`config.mk`:
```
export PLATFORM = sky130hd
export DESIGN_NAME = pll_retune_seq
export DESIGN_NICKNAME = d
export VERILOG_FILES = /design/src/rtl/pll_retune_pkg.sv /design/src/rtl/pll_cfg_bank.sv /design/src/rtl/pll_seq_ctrl.sv /design/src/rtl/pll_retune_seq.sv
export SDC_FILE = /design/constraint.sdc
export NUM_CORES = 1
export LEC_CHECK = 0
export BUFFER_PORTS_ARGS = -buffer_cell sky130_fd_sc_hd__buf_2
export CAP_MARGIN = 20
export CELL_PAD_IN_SITES_DETAIL_PLACEMENT = 1
export CELL_PAD_IN_SITES_GLOBAL_PLACEMENT = 2
export CORE_MARGIN = 2
export CORE_UTILIZATION = 34
export DETAILED_ROUTE_END_ITERATION = 10
export PLACE_DENSITY_LB_ADDON = 0.1
export SETUP_SLACK_MARGIN = 0.15
export SYNTH_ARGS = -nofsm -noshare
export SYNTH_HDL_FRONTEND = slang
export SYNTH_SLANG_ARGS = --single-unit
```
`constraint.sdc`:
```
create_clock -name clk -period 4.02 [get_ports clk]
set_input_delay 1.005 -clock clk [delete_from_list [all_inputs] [get_ports clk]]
set_output_delay 1.005 -clock clk [all_outputs]
set_load 0.02 [all_outputs]
```
`src/rtl/pll_retune_pkg.sv`:
```
package pll_retune_pkg;
    localparam int NUM_PLL  = 3;
    localparam int WORD_W   = 32;
    localparam int GLB_W    = 32;
    localparam int STAT_LSB = 8;
    localparam int MUX_BIT  = 12;

    typedef enum logic [1:0] {
        SEL_CPU = 2'd0,
        SEL_MEM = 2'd1,
        SEL_BUS = 2'd2,
        SEL_BAD = 2'd3
    } pll_sel_e;

    typedef enum logic [3:0] {
        ST_IDLE,
        ST_PARK,
        ST_DIS,
        ST_WR0,
        ST_WR1,
        ST_EN,
        ST_WAIT,
        ST_SETTLE,
        ST_UNPARK,
        ST_FINISH
    } seq_state_e;

    // clock index -> one-hot position in the enable / status fields
    function automatic logic [NUM_PLL-1:0] sel_to_mask(input logic [1:0] sel);
        case (sel)
            2'd0:    sel_to_mask = 3'b001;
            2'd1:    sel_to_mask = 3'b100;
            2'd2:    sel_to_mask = 3'b010;
            default: sel_to_mask = 3'b000;
        endcase
    endfunction
endpackage

```
`src/rtl/pll_cfg_bank.sv`:
```
module pll_cfg_bank
    import pll_retune_pkg::*;
(
    input  logic                      clk,
    input  logic                      rst_n,
    input  logic                      wr0_i,
    input  logic                      wr1_i,
    input  logic [1:0]                sel_i,
    input  logic [WORD_W-1:0]         data_i,
    output logic [NUM_PLL*WORD_W-1:0] cfg0_o,
    output logic [NUM_PLL*WORD_W-1:0] cfg1_o
);
    for (genvar g = 0; g < NUM_PLL; g++) begin : g_pll
        logic [WORD_W-1:0] c0_d, c0_q, c1_d, c1_q;
        logic              hit;

        assign hit = (sel_i == 2'(g));

        always_comb begin
            c0_d = c0_q;
            c1_d = c1_q;
            if (wr0_i && hit) c0_d = data_i;
            if (wr1_i && hit) c1_d = data_i;
        end

        always_ff @(posedge clk or negedge rst_n) begin
            if (!rst_n) begin
                c0_q <= '0;
                c1_q <= '0;
            end else begin
                c0_q <= c0_d;
                c1_q <= c1_d;
            end
        end

        assign cfg0_o[g*WORD_W +: WORD_W] = c0_q;
        assign cfg1_o[g*WORD_W +: WORD_W] = c1_q;
    end

    // the two words go out on separate cycles and never to the invalid index
    p_one_word_r4: assert property (@(posedge clk) disable iff (!rst_n)
        !(wr0_i && wr1_i));
    p_valid_target_r4: assert property (@(posedge clk) disable iff (!rst_n)
        (wr0_i || wr1_i) |-> (sel_i != 2'd3));
endmodule

```
`src/rtl/pll_seq_ctrl.sv`:
```
module pll_seq_ctrl
    import pll_retune_pkg::*;
#(
    parameter int SETTLE_CYCLES = 12288,
    parameter int WAIT_LIMIT    = 65536
) (
    input  logic               clk,
    input  logic               rst_n,
    input  logic               start_i,
    input  logic [1:0]         sel_i,
    input  logic [WORD_W-1:0]  word0_i,
    input  logic [WORD_W-1:0]  word1_i,
    input  logic [NUM_PLL-1:0] stat_i,
    output logic [NUM_PLL-1:0] en_o,
    output logic               mux_o,
    output logic               wr0_o,
    output logic               wr1_o,
    output logic [1:0]         wr_sel_o,
    output logic [WORD_W-1:0]  wr_data_o,
    output logic               busy_o,
    output logic               done_o,
    output logic               err_o
);
    localparam int CNT_MAX = (SETTLE_CYCLES > WAIT_LIMIT) ? SETTLE_CYCLES : WAIT_LIMIT;
    localparam int CNT_W   = $clog2(CNT_MAX + 1);
    localparam logic [CNT_W-1:0] SETTLE_LAST = CNT_W'(SETTLE_CYCLES - 1);
    localparam logic [CNT_W-1:0] WAIT_LAST   = CNT_W'(WAIT_LIMIT - 1);

    typedef struct packed {
        seq_state_e         st;
        logic [1:0]         sel;
        logic [WORD_W-1:0]  w0;
        logic [WORD_W-1:0]  w1;
        logic [NUM_PLL-1:0] en;
        logic               mux;
        logic [CNT_W-1:0]   cnt;
        logic               done;
        logic               err;
    } seq_regs_t;

    seq_regs_t r_d, r_q;
    logic [NUM_PLL-1:0] tgt_mask;
    logic               tgt_pending;
    logic               is_cpu;

    assign tgt_mask    = sel_to_mask(r_q.sel);
    assign tgt_pending = |(stat_i & tgt_mask);
    assign is_cpu      = (r_q.sel == SEL_CPU);

    always_comb begin
        r_d      = r_q;
        r_d.done = 1'b0;
        r_d.err  = 1'b0;
        unique case (r_q.st)
            ST_IDLE: begin
                if (start_i) begin
                    if (sel_i == SEL_BAD) begin
                        r_d.err = 1'b1;
                    end else begin
                        r_d.sel = sel_i;
                        r_d.w0  = word0_i;
                        r_d.w1  = word1_i;
                        r_d.st  = (sel_i == SEL_CPU) ? ST_PARK : ST_DIS;
                    end
                end
            end
            ST_PARK: begin
                r_d.mux = 1'b0;
                r_d.st  = ST_DIS;
            end
            ST_DIS: begin
                r_d.en = r_q.en & ~tgt_mask;
                r_d.st = ST_WR0;
            end
            ST_WR0:  r_d.st = ST_WR1;
            ST_WR1:  r_d.st = ST_EN;
            ST_EN: begin
                r_d.en  = r_q.en | tgt_mask;
                r_d.cnt = '0;
                r_d.st  = ST_WAIT;
            end
            ST_WAIT: begin
                if (!tgt_pending) begin
                    r_d.cnt = '0;
                    r_d.st  = is_cpu ? ST_SETTLE : ST_FINISH;
                end else if (r_q.cnt == WAIT_LAST) begin
                    r_d.err = 1'b1;
                    r_d.st  = ST_IDLE;
                end else begin
                    r_d.cnt = r_q.cnt + CNT_W'(1);
                end
            end
            ST_SETTLE: begin
                if (r_q.cnt == SETTLE_LAST) r_d.st = ST_UNPARK;
                else                        r_d.cnt = r_q.cnt + CNT_W'(1);
            end
            ST_UNPARK: begin
                r_d.mux = 1'b1;
                r_d.st  = ST_FINISH;
            end
            ST_FINISH: begin
                r_d.done = 1'b1;
                r_d.st   = ST_IDLE;
            end
            default: r_d.st = ST_IDLE;
        endcase
    end

    always_ff @(posedge clk or negedge rst_n) begin
        if (!rst_n) begin
            r_q.st   <= ST_IDLE;
            r_q.sel  <= 2'd0;
            r_q.w0   <= '0;
            r_q.w1   <= '0;
            r_q.en   <= '1;
            r_q.mux  <= 1'b1;
            r_q.cnt  <= '0;
            r_q.done <= 1'b0;
            r_q.err  <= 1'b0;
        end else begin
            r_q <= r_d;
        end
    end

    assign en_o      = r_q.en;
    assign mux_o     = r_q.mux;
    assign wr0_o     = (r_q.st == ST_WR0);
    assign wr1_o     = (r_q.st == ST_WR1);
    assign wr_sel_o  = r_q.sel;
    assign wr_data_o = (r_q.st == ST_WR0) ? r_q.w0 : r_q.w1;
    assign busy_o    = (r_q.st != ST_IDLE);
    assign done_o    = r_q.done;
    assign err_o     = r_q.err;

    p_start_ignored_r2: assert property (@(posedge clk) disable iff (!rst_n)
        (r_q.st != ST_IDLE && start_i) |=> ($stable(r_q.sel) && $stable(r_q.w0) && $stable(r_q.w1)));

    p_park_first_r3: assert property (@(posedge clk) disable iff (!rst_n)
        $fell(r_q.en[0]) |-> !r_q.mux);

    p_one_off_r4: assert property (@(posedge clk) disable iff (!rst_n)
        $countones(~r_q.en) <= 1);

    p_write_disabled_r4: assert property (@(posedge clk) disable iff (!rst_n)
        (wr0_o || wr1_o) |-> ((r_q.en & tgt_mask) == '0));

    p_wait_pending_r5: assert property (@(posedge clk) disable iff (!rst_n)
        (r_q.st == ST_WAIT && tgt_pending) |=> (r_q.st == ST_WAIT || r_q.err));

    p_unpark_locked_r6: assert property (@(posedge clk) disable iff (!rst_n)
        $rose(r_q.mux) |-> r_q.en[0]);

    p_mux_hold_r7: assert property (@(posedge clk) disable iff (!rst_n)
        (r_q.st != ST_IDLE && r_q.sel != SEL_CPU) |=> $stable(r_q.mux));

    p_done_pulse_r8: assert property (@(posedge clk) disable iff (!rst_n)
        r_q.done |=> !r_q.done);

    p_done_idle_r8: assert property (@(posedge clk) disable iff (!rst_n)
        r_q.done |-> (r_q.st == ST_IDLE));

    p_bad_sel_r9: assert property (@(posedge clk) disable iff (!rst_n)
        (r_q.st == ST_IDLE && start_i && sel_i == SEL_BAD) |=>
            (r_q.err && r_q.st == ST_IDLE && $stable(r_q.en) && $stable(r_q.mux)));

    p_wait_bound_r10: assert property (@(posedge clk) disable iff (!rst_n)
        (r_q.st == ST_WAIT) |-> (r_q.cnt <= WAIT_LAST));
endmodule

```
`src/rtl/pll_retune_seq.sv`:
```
module pll_retune_seq
    import pll_retune_pkg::*;
#(
    parameter int SETTLE_CYCLES = 12288,
    parameter int WAIT_LIMIT    = 65536
) (
    input  logic                      clk,
    input  logic                      rst_n,
    input  logic                      start_i,
    input  logic [1:0]                sel_i,
    input  logic [WORD_W-1:0]         word0_i,
    input  logic [WORD_W-1:0]         word1_i,
    input  logic [NUM_PLL-1:0]        pll_stat_i,
    output logic [GLB_W-1:0]          glb_o,
    output logic [NUM_PLL*WORD_W-1:0] cfg0_o,
    output logic [NUM_PLL*WORD_W-1:0] cfg1_o,
    output logic                      busy_o,
    output logic                      done_o,
    output logic                      err_o
);
    logic [NUM_PLL-1:0] en_w;
    logic               mux_w;
    logic               wr0_w, wr1_w;
    logic [1:0]         wr_sel_w;
    logic [WORD_W-1:0]  wr_data_w;

    pll_seq_ctrl #(
        .SETTLE_CYCLES (SETTLE_CYCLES),
        .WAIT_LIMIT    (WAIT_LIMIT)
    ) u_ctrl (
        .clk       (clk),
        .rst_n     (rst_n),
        .start_i   (start_i),
        .sel_i     (sel_i),
        .word0_i   (word0_i),
        .word1_i   (word1_i),
        .stat_i    (pll_stat_i),
        .en_o      (en_w),
        .mux_o     (mux_w),
        .wr0_o     (wr0_w),
        .wr1_o     (wr1_w),
        .wr_sel_o  (wr_sel_w),
        .wr_data_o (wr_data_w),
        .busy_o    (busy_o),
        .done_o    (done_o),
        .err_o     (err_o)
    );

    pll_cfg_bank u_bank (
        .clk    (clk),
        .rst_n  (rst_n),
        .wr0_i  (wr0_w),
        .wr1_i  (wr1_w),
        .sel_i  (wr_sel_w),
        .data_i (wr_data_w),
        .cfg0_o (cfg0_o),
        .cfg1_o (cfg1_o)
    );

    always_comb begin
        glb_o                                = '0;
        glb_o[NUM_PLL-1:0]                   = en_w;
        glb_o[STAT_LSB +: NUM_PLL]           = pll_stat_i;
        glb_o[MUX_BIT]                       = mux_w;
    end
endmodule

```
### Word level (Yosys, flattened, before mapping)

Index checks and enable logic that the tools add are counted.

| word-level totals | value |
|---|---|
| bits in registers | 285 |
| bits in latches | 0 |
| memory bits (writable) | 0 |
| bits in read-only memories | 0 |
| input port bits | 72 |
| output and inout port bits | 227 |
| word-level logic and storage cells | 80 |
| memories | 0 |

| cells by class | value |
|---|---|
| add/subtract/negate cells | 1 |
| $mul | 0 |
| div/mod/pow operators | 0 |
| $lt $le $gt $ge | 0 |
| eq/ne operators | 20 |
| shift-type cells | 0 |
| mux-type cells | 22 |
| bitwise gates (word level) | 5 |
| reduce and logical (&&, ||, !) cells | 17 |

Operator list:

| operator | number |
|---|---|
| two-way mux 70 bit | 2 |
| two-way mux 17 bit | 3 |
| one-hot mux 17 bit (3 select lines) | 1 |
| one-hot mux 4 bit (9 select lines) | 1 |
| two-way mux 32 bit | 1 |
| adder 17 x 1 -> 17 bit (second input constant) | 1 |
| == test 17 x 14 -> 1 bit (second input constant) | 1 |
| == test 17 x 16 -> 1 bit (second input constant) | 1 |
| == test 4 x 3 -> 1 bit (second input constant) | 4 |
| two-way mux 4 bit | 4 |
| one-hot mux 3 bit (3 select lines) | 1 |
| == test 4 x 2 -> 1 bit (second input constant) | 2 |
| == test 4 bit (second input constant) | 2 |
| bitwise AND 3 bit | 2 |
| logical AND 1 bit | 6 |
| inequality test 2 bit (second input constant) | 3 |
| inequality test 3 bit (second input constant) | 2 |
| one-hot mux 3 bit (2 select lines) | 1 |
| AND reduction 3 bit | 2 |
| two-way mux 1 bit | 5 |
| == test 2 bit (second input constant) | 2 |
| == test 4 x 1 -> 1 bit (second input constant) | 1 |
| zero test 2 bit | 2 |
| zero test 4 bit | 1 |
| 12 further kinds | 14 |

### Depth between registers and ports, before layout

| depth | value |
|---|---|
| depth after elaboration | 6 |
| depth in mapped cells | 13 |
| gate-level depth less buffers | 11 |

### Hierarchy

A second synthesis with hierarchy kept.

| second synthesis, totals | value |
|---|---|
| cells, all modules | 825 |
| area, all modules | 11970.2 µm² |

By module, submodules not included:

| module | times used | cells an instance | area each (µm²) |
|---|---|---|---|
| pll_cfg_bank | 1 | 410 | 7226.9 |
| pll_seq_ctrl | 1 | 385 | 4521.8 |
| pll_retune_seq | 1 | 30 | 221.5 |

### Worst setup path after synthesis

Ideal clock, no wire load.

| path | value |
|---|---|
| path kind | reg-to-reg |
| from | register u_ctrl.r_q[2] (netlist bit) |
| to | register u_ctrl.r_q[2] (netlist bit) |
| setup time | 0.064 ns |
| arrival | 2.869 ns |
| setup slack | 1.087 ns |
| stages on the path, launching flop included | 14 |
| clock period less this slack | 2.933 ns |
| path through | dfrtp_1 ha_1 nand3_1 or4_1 nor2_1 and3_1 ha_1 inv_1 o311a_1 nor4b_4 or2_1 buf_4 buf_6 mux2_2 |

| between the ends | value |
|---|---|
| longest elaborated chain between the ends | 4 |
| elaborated cells between the ends (all ways) | 10 |
| classes of those cells | 1 x add/sub; 4 x eq/ne; 4 x mux; 1 x reduce/logical |

Ends and longest elaborated chain:

| what | line | source |
|---|---|---|
| start: declaration | pll_seq_ctrl.sv:41 | `seq_regs_t r_d, r_q;` |
| start signal: assignment | pll_seq_ctrl.sv:121 | `r_q <= r_d;` |
| adder 17 x 1 -> 17 bit | pll_seq_ctrl.sv:90, pll_seq_ctrl.sv:95 |  |
| two-way mux 17 bit | pll_seq_ctrl.sv:86 | `end else if (r_q.cnt == WAIT_LAST) begin` |
| two-way mux 17 bit | pll_seq_ctrl.sv:83 | `if (!tgt_pending) begin` |
| one-hot mux 17 bit (3 select lines) | pll_seq_ctrl.sv:54 | `unique case (r_q.st)` |

Parallel ways exist; a longest one is shown, timed or not. The select of a mux whose other input is x is not followed.
A chain may end at the register's enable or synchronous reset.

### Worst setup path in the final report

| path | value |
|---|---|
| from | register u_ctrl.r_q[2] (netlist bit) |
| to | register u_ctrl.r_q[9] (netlist bit) |

Same word-level chain as after synthesis.

==> impl_results.rst <==
.. list-table::
   :header-rows: 1

   * - Metric
     - Value
   * - Number of synthesized flops with an enable pin
     - 0
   * - Max rail drop VDD
     - 260 uV
   * - Worst path depth
     - 11
   * - Fin crit share
     - 0.876
   * - Setup repair after global routing missed its margin
     - false
   * - Reg2Reg Capture Point
     - u_ctrl.r_q[9]$_DFFE_PN0P_
   * - Max-slew violation total from the final report
     - 0
   * - Static Leakage
     - 7.52 nW
   * - Crit Path Class
     - reg -> reg
   * - Total half-perimeter wirelength after legalization and detailed placement
     - 22100 um
   * - Adder and majority gate portion of the synthesized area
     - 0.00431
   * - Netlist area before placement
     - 0.0116 sq mm
   * - Crit end category
     - flip-flop
   * - Peak Freq
     - 284 MHz
   * - Run status
     - complete, no violations
   * - Most frequent standard cell in the layout excluding fill and tap cells
     - sky130_fd_sc_hd__dfrtp_1
   * - TritonCTS clock tree
     - done
   * - Tmin final
     - 3.52 ns
   * - Maximum fanout along the worst path
     - 14
   * - Total global routing track utilization
     - 0.179
   * - Seq. cell area
     - 0.00714 sq mm
   * - Synth-to-layout area growth
     - 24.4%
   * - Full die area
     - 0.0356 sq mm
   * - Cell types occupying the most area after synthesis
     - sky130_fd_sc_hd__dfrtp_1 (61%), sky130_fd_sc_hd__mux2_2 (14%), sky130_fd_sc_hd__o21ai_0 (5.6%)
   * - Simple logic cell fraction of the synthesized area
     - 0.0775
   * - Top flip-flop cell by instance count after synthesis
     - sky130_fd_sc_hd__dfrtp_1
   * - Starting density of the core
     - 0.345
   * - Worst setup startpoint
     - u_ctrl.r_q[2]$_DFFE_PN0P_
   * - Total of hold buffers inserted after clock tree synthesis
     - 0
   * - XOR/XNOR Fraction of Synth Area
     - 0
   * - Cts repair resizes
     - 0
   * - Startpoint type of the worst setup path
     - flip-flop
   * - Fraction of the mapped netlist area in compound gates
     - 0.0904
   * - Total of endpoints with negative setup slack in the final report
     - 0
   * - CTS clk-pin slew, worst paths
     - 0.06 ns
   * - Clock tree sinks
     - 285
   * - Headroom to the max-slew limit
     - 0.474
   * - Highest-count cells in the layout ignoring fill and taps
     - sky130_fd_sc_hd__dfrtp_1 (281), sky130_fd_sc_hd__buf_2 (272), sky130_fd_sc_hd__mux2_2 (144), sky130_fd_sc_hd__nand2_1 (129), sky130_fd_sc_hd__o21ai_0 (129)
   * - Largest clock skew in the final design
     - 0.0188 ns
   * - Worst-skew pair later-pin latency
     - 0.50 ns
   * - Share of the yosys chip area belonging to registers
     - 0.615
   * - Number of cells after detailed placement
     - 1621
   * - Area of the core
     - 0.0336 sq mm
   * - Yosys top cell area share
     - 0.606
   * - Cell repeated most along the worst path
     - sky130_fd_sc_hd__ha_1
   * - ANT cells
     - 0
   * - Register-to-register setup slack
     - 0.50 ns
   * - Chip Height
     - 189 um
   * - Number of fill cells in the layout
     - 3645
   * - Slew at the pin with the worst max-slew slack
     - 0.782 ns
   * - Mapped Avg Cell Area
     - 12.3 sq um
   * - Ports
     - 299
   * - HP Class
     - reg -> reg
   * - WP data arrival
     - 3.95 ns
   * - Final weighted congestion of routability-driven global placement
     - 0.765
   * - Peak per-stage delay on the critical path
     - 0.61 ns
   * - Maximum number of pins on one net before global-route repair
     - 83
   * - Flops & latches, synth
     - 285
   * - Final hold violations
     - 0
   * - Syn Inst Count
     - 946
   * - Number of DRC violations after detailed routing
     - 0
   * - Max Buffers Root-to-Sink
     - 3
   * - Yosys top cell by area
     - sky130_fd_sc_hd__dfrtp_1
   * - Synth warnings
     - 0
   * - Remaining global-route overflow
     - 0
   * - 1st-pass router iterations
     - 4
   * - Required @ worst endpoint
     - 4.45 ns
   * - DRC marker count from the first detailed-route iteration
     - 310
   * - Core Rows
     - 67
   * - Total number of vias
     - 7981
   * - Count of antenna-violating nets left after detailed routing
     - 0
   * - Hold path start
     - u_bank.g_pll[2].c1_q[17]$_DFFE_PN0P_
   * - Overall die width
     - 189 um
   * - Depth of the CTS H-tree
     - 2
   * - Pwr Density
     - 413 mW/mm^2
   * - Detail-routed net length per standard cell
     - 19.0 um
   * - CP bufs+invs
     - 1
   * - Delay-heaviest family, CP
     - simple AND/OR/NAND/NOR gates
   * - Combinational family with the most area after synthesis
     - multiplexers
   * - Synth unique cells
     - 53
   * - Count of port buffers added during placement
     - 273
   * - Average vias per placed instance
     - 4.76
   * - Share of final-layout standard cells stronger than drive strength 1
     - 0.408
   * - Sum of negative setup slack
     - 0 ns
   * - Portion of netlist area occupied by mux cells
     - 0.168
   * - WL final
     - 31900 um
   * - FFs w/ async S/R, synth
     - 1.00
   * - Total CTS buffers
     - 34
   * - Initial antenna violation count
     - 0
   * - Crit path capture
     - u_ctrl.r_q[9]$_DFFE_PN0P_
   * - Clock root cell
     - sky130_fd_sc_hd__clkbuf_16
   * - CP Cell Sequence
     - ha_1 -> nand3_1 -> or4_1 -> nor2_1 -> and3_1 -> ha_1 -> inv_1 -> o311a_1 -> nor4b_4 -> or2_1 -> a221o_1
   * - First-pass GRT wire length
     - 49500 um
   * - Number of nets in the layout
     - 1285
   * - CP max-delay cell
     - sky130_fd_sc_hd__or4_1
   * - Total of max-cap violations
     - 0
   * - Origin of the critical flop-to-flop path
     - u_ctrl.r_q[2]$_DFFE_PN0P_
   * - Multi-input gate area
     - 0.00408 sq mm
   * - Layout Cells excl Fill
     - 1677
   * - Setup fix buffers added after clock tree synthesis
     - 0
   * - Worst Reg-to-Reg Cells
     - 11
   * - Number of global-route vias before repair
     - 8108
## how the worst min path moves through the flow
stage / end / slack, ns / depth (start not counted)
floorplan: flip-flop / 0.48 / 2
global placement: u_bank.g_pll[1].c1_q[25]$_DFFE_PN0P_ / 0.46 / 2
detailed placement: u_bank.g_pll[1].c1_q[25]$_DFFE_PN0P_ / 0.46 / 2
CTS: u_bank.g_pll[2].c1_q[17]$_DFFE_PN0P_ / 0.48 / 2
global route: u_bank.g_pll[0].c1_q[12]$_DFFE_PN0P_ / 0.50 / 2
finish: u_bank.g_pll[2].c1_q[17]$_DFFE_PN0P_ / 0.47 / 2
## layer usage
layer	track usage	share of wire	vias to the layer above
met5	0	0	-
met2	0.287	0.47	204
met4	0.0382	0.017	0
li1	-	-	3760
met3	0.0417	0.058	37
met1	0.248	0.46	3980
## synth_stat cells, types with 7 or more instances
master,number
sky130_fd_sc_hd__a21oi_1,12
sky130_fd_sc_hd__dfrtp_1,281
sky130_fd_sc_hd__mux2_2,144
sky130_fd_sc_hd__inv_1,13
sky130_fd_sc_hd__buf_2,14
sky130_fd_sc_hd__mux2i_1,33
sky130_fd_sc_hd__nand2_1,135
sky130_fd_sc_hd__o21ai_0,129
sky130_fd_sc_hd__clkbuf_1,32
sky130_fd_sc_hd__a221o_1,7
sky130_fd_sc_hd__buf_4,33
sky130_fd_sc_hd__nor2_1,13
## kinds of logic after synthesis
group	after synthesis
flip-flops	285
other	1
AO/OA/AOI/OAI	181
AND/OR/NAND/NOR	199
multiplexers	177
buffers and inverters	99
adder cells (fa/ha/maj)	4
## state kept, by name (all words and copies together), names as in the netlist, named ones only
| register | cells |
|---|---|
| u_bank.g_pll.c0_q | 96 |
| u_bank.g_pll.c1_q | 96 |
| u_ctrl.done_o | 1 |
| u_ctrl.err_o | 1 |
| u_ctrl.mux_o | 1 |
| u_ctrl.r_q | 85 |
| u_ctrl.wr_sel_o | 2 |
## report_power, final
| part | total [mW] | switching, mW | internal [mW] |
|---|---|---|---|
| logic | 0.134 | 0.0975 | 0.0362 |
| registers | 2.87 | 0 | 2.87 |
| clock network | 2.96 | 1.17 | 1.80 |
| total | 5.97 | 1.26 | 4.70 |
## worst min-delay path, stage by stage (launching register included)
cell	delay [ns]
sky130_fd_sc_hd__dfrtp_1	0.33
sky130_fd_sc_hd__nand2_1	0.04
sky130_fd_sc_hd__o21ai_0	0.06
## layout make-up
cell class              instances  area share
multi-input cells             586       0.282
inverters                      13     0.00338
repair buffers                289       0.107
clock inverters                 6     0.00459
clock buffers                  50      0.0700
well taps                     448      0.0388
flip-flops and latches        285       0.494
## metrics by stage
| step | hold WS, ns | util | power [mW] | cell area [sq um] | worst slack (ns) |
|---|---|---|---|---|---|
| 2_1_floorplan | 0.476 | - | 2.97 | 11700 | 1.09 |
| 3_3_place_gp | 0.457 | 0.398 | 3.06 | 13400 | 0.570 |
| 3_5_place_dp | 0.465 | 0.398 | 3.06 | 13400 | 0.488 |
| 4_1_cts | 0.477 | 0.430 | 6.07 | 14400 | 0.471 |
| 5_1_grt | 0.502 | 0.430 | 6.21 | 14400 | 0.214 |
| 6_report | 0.470 | 0.430 | 5.97 | 14400 | 0.500 |
No activity file was read; power rests on OpenSTA's default activity.
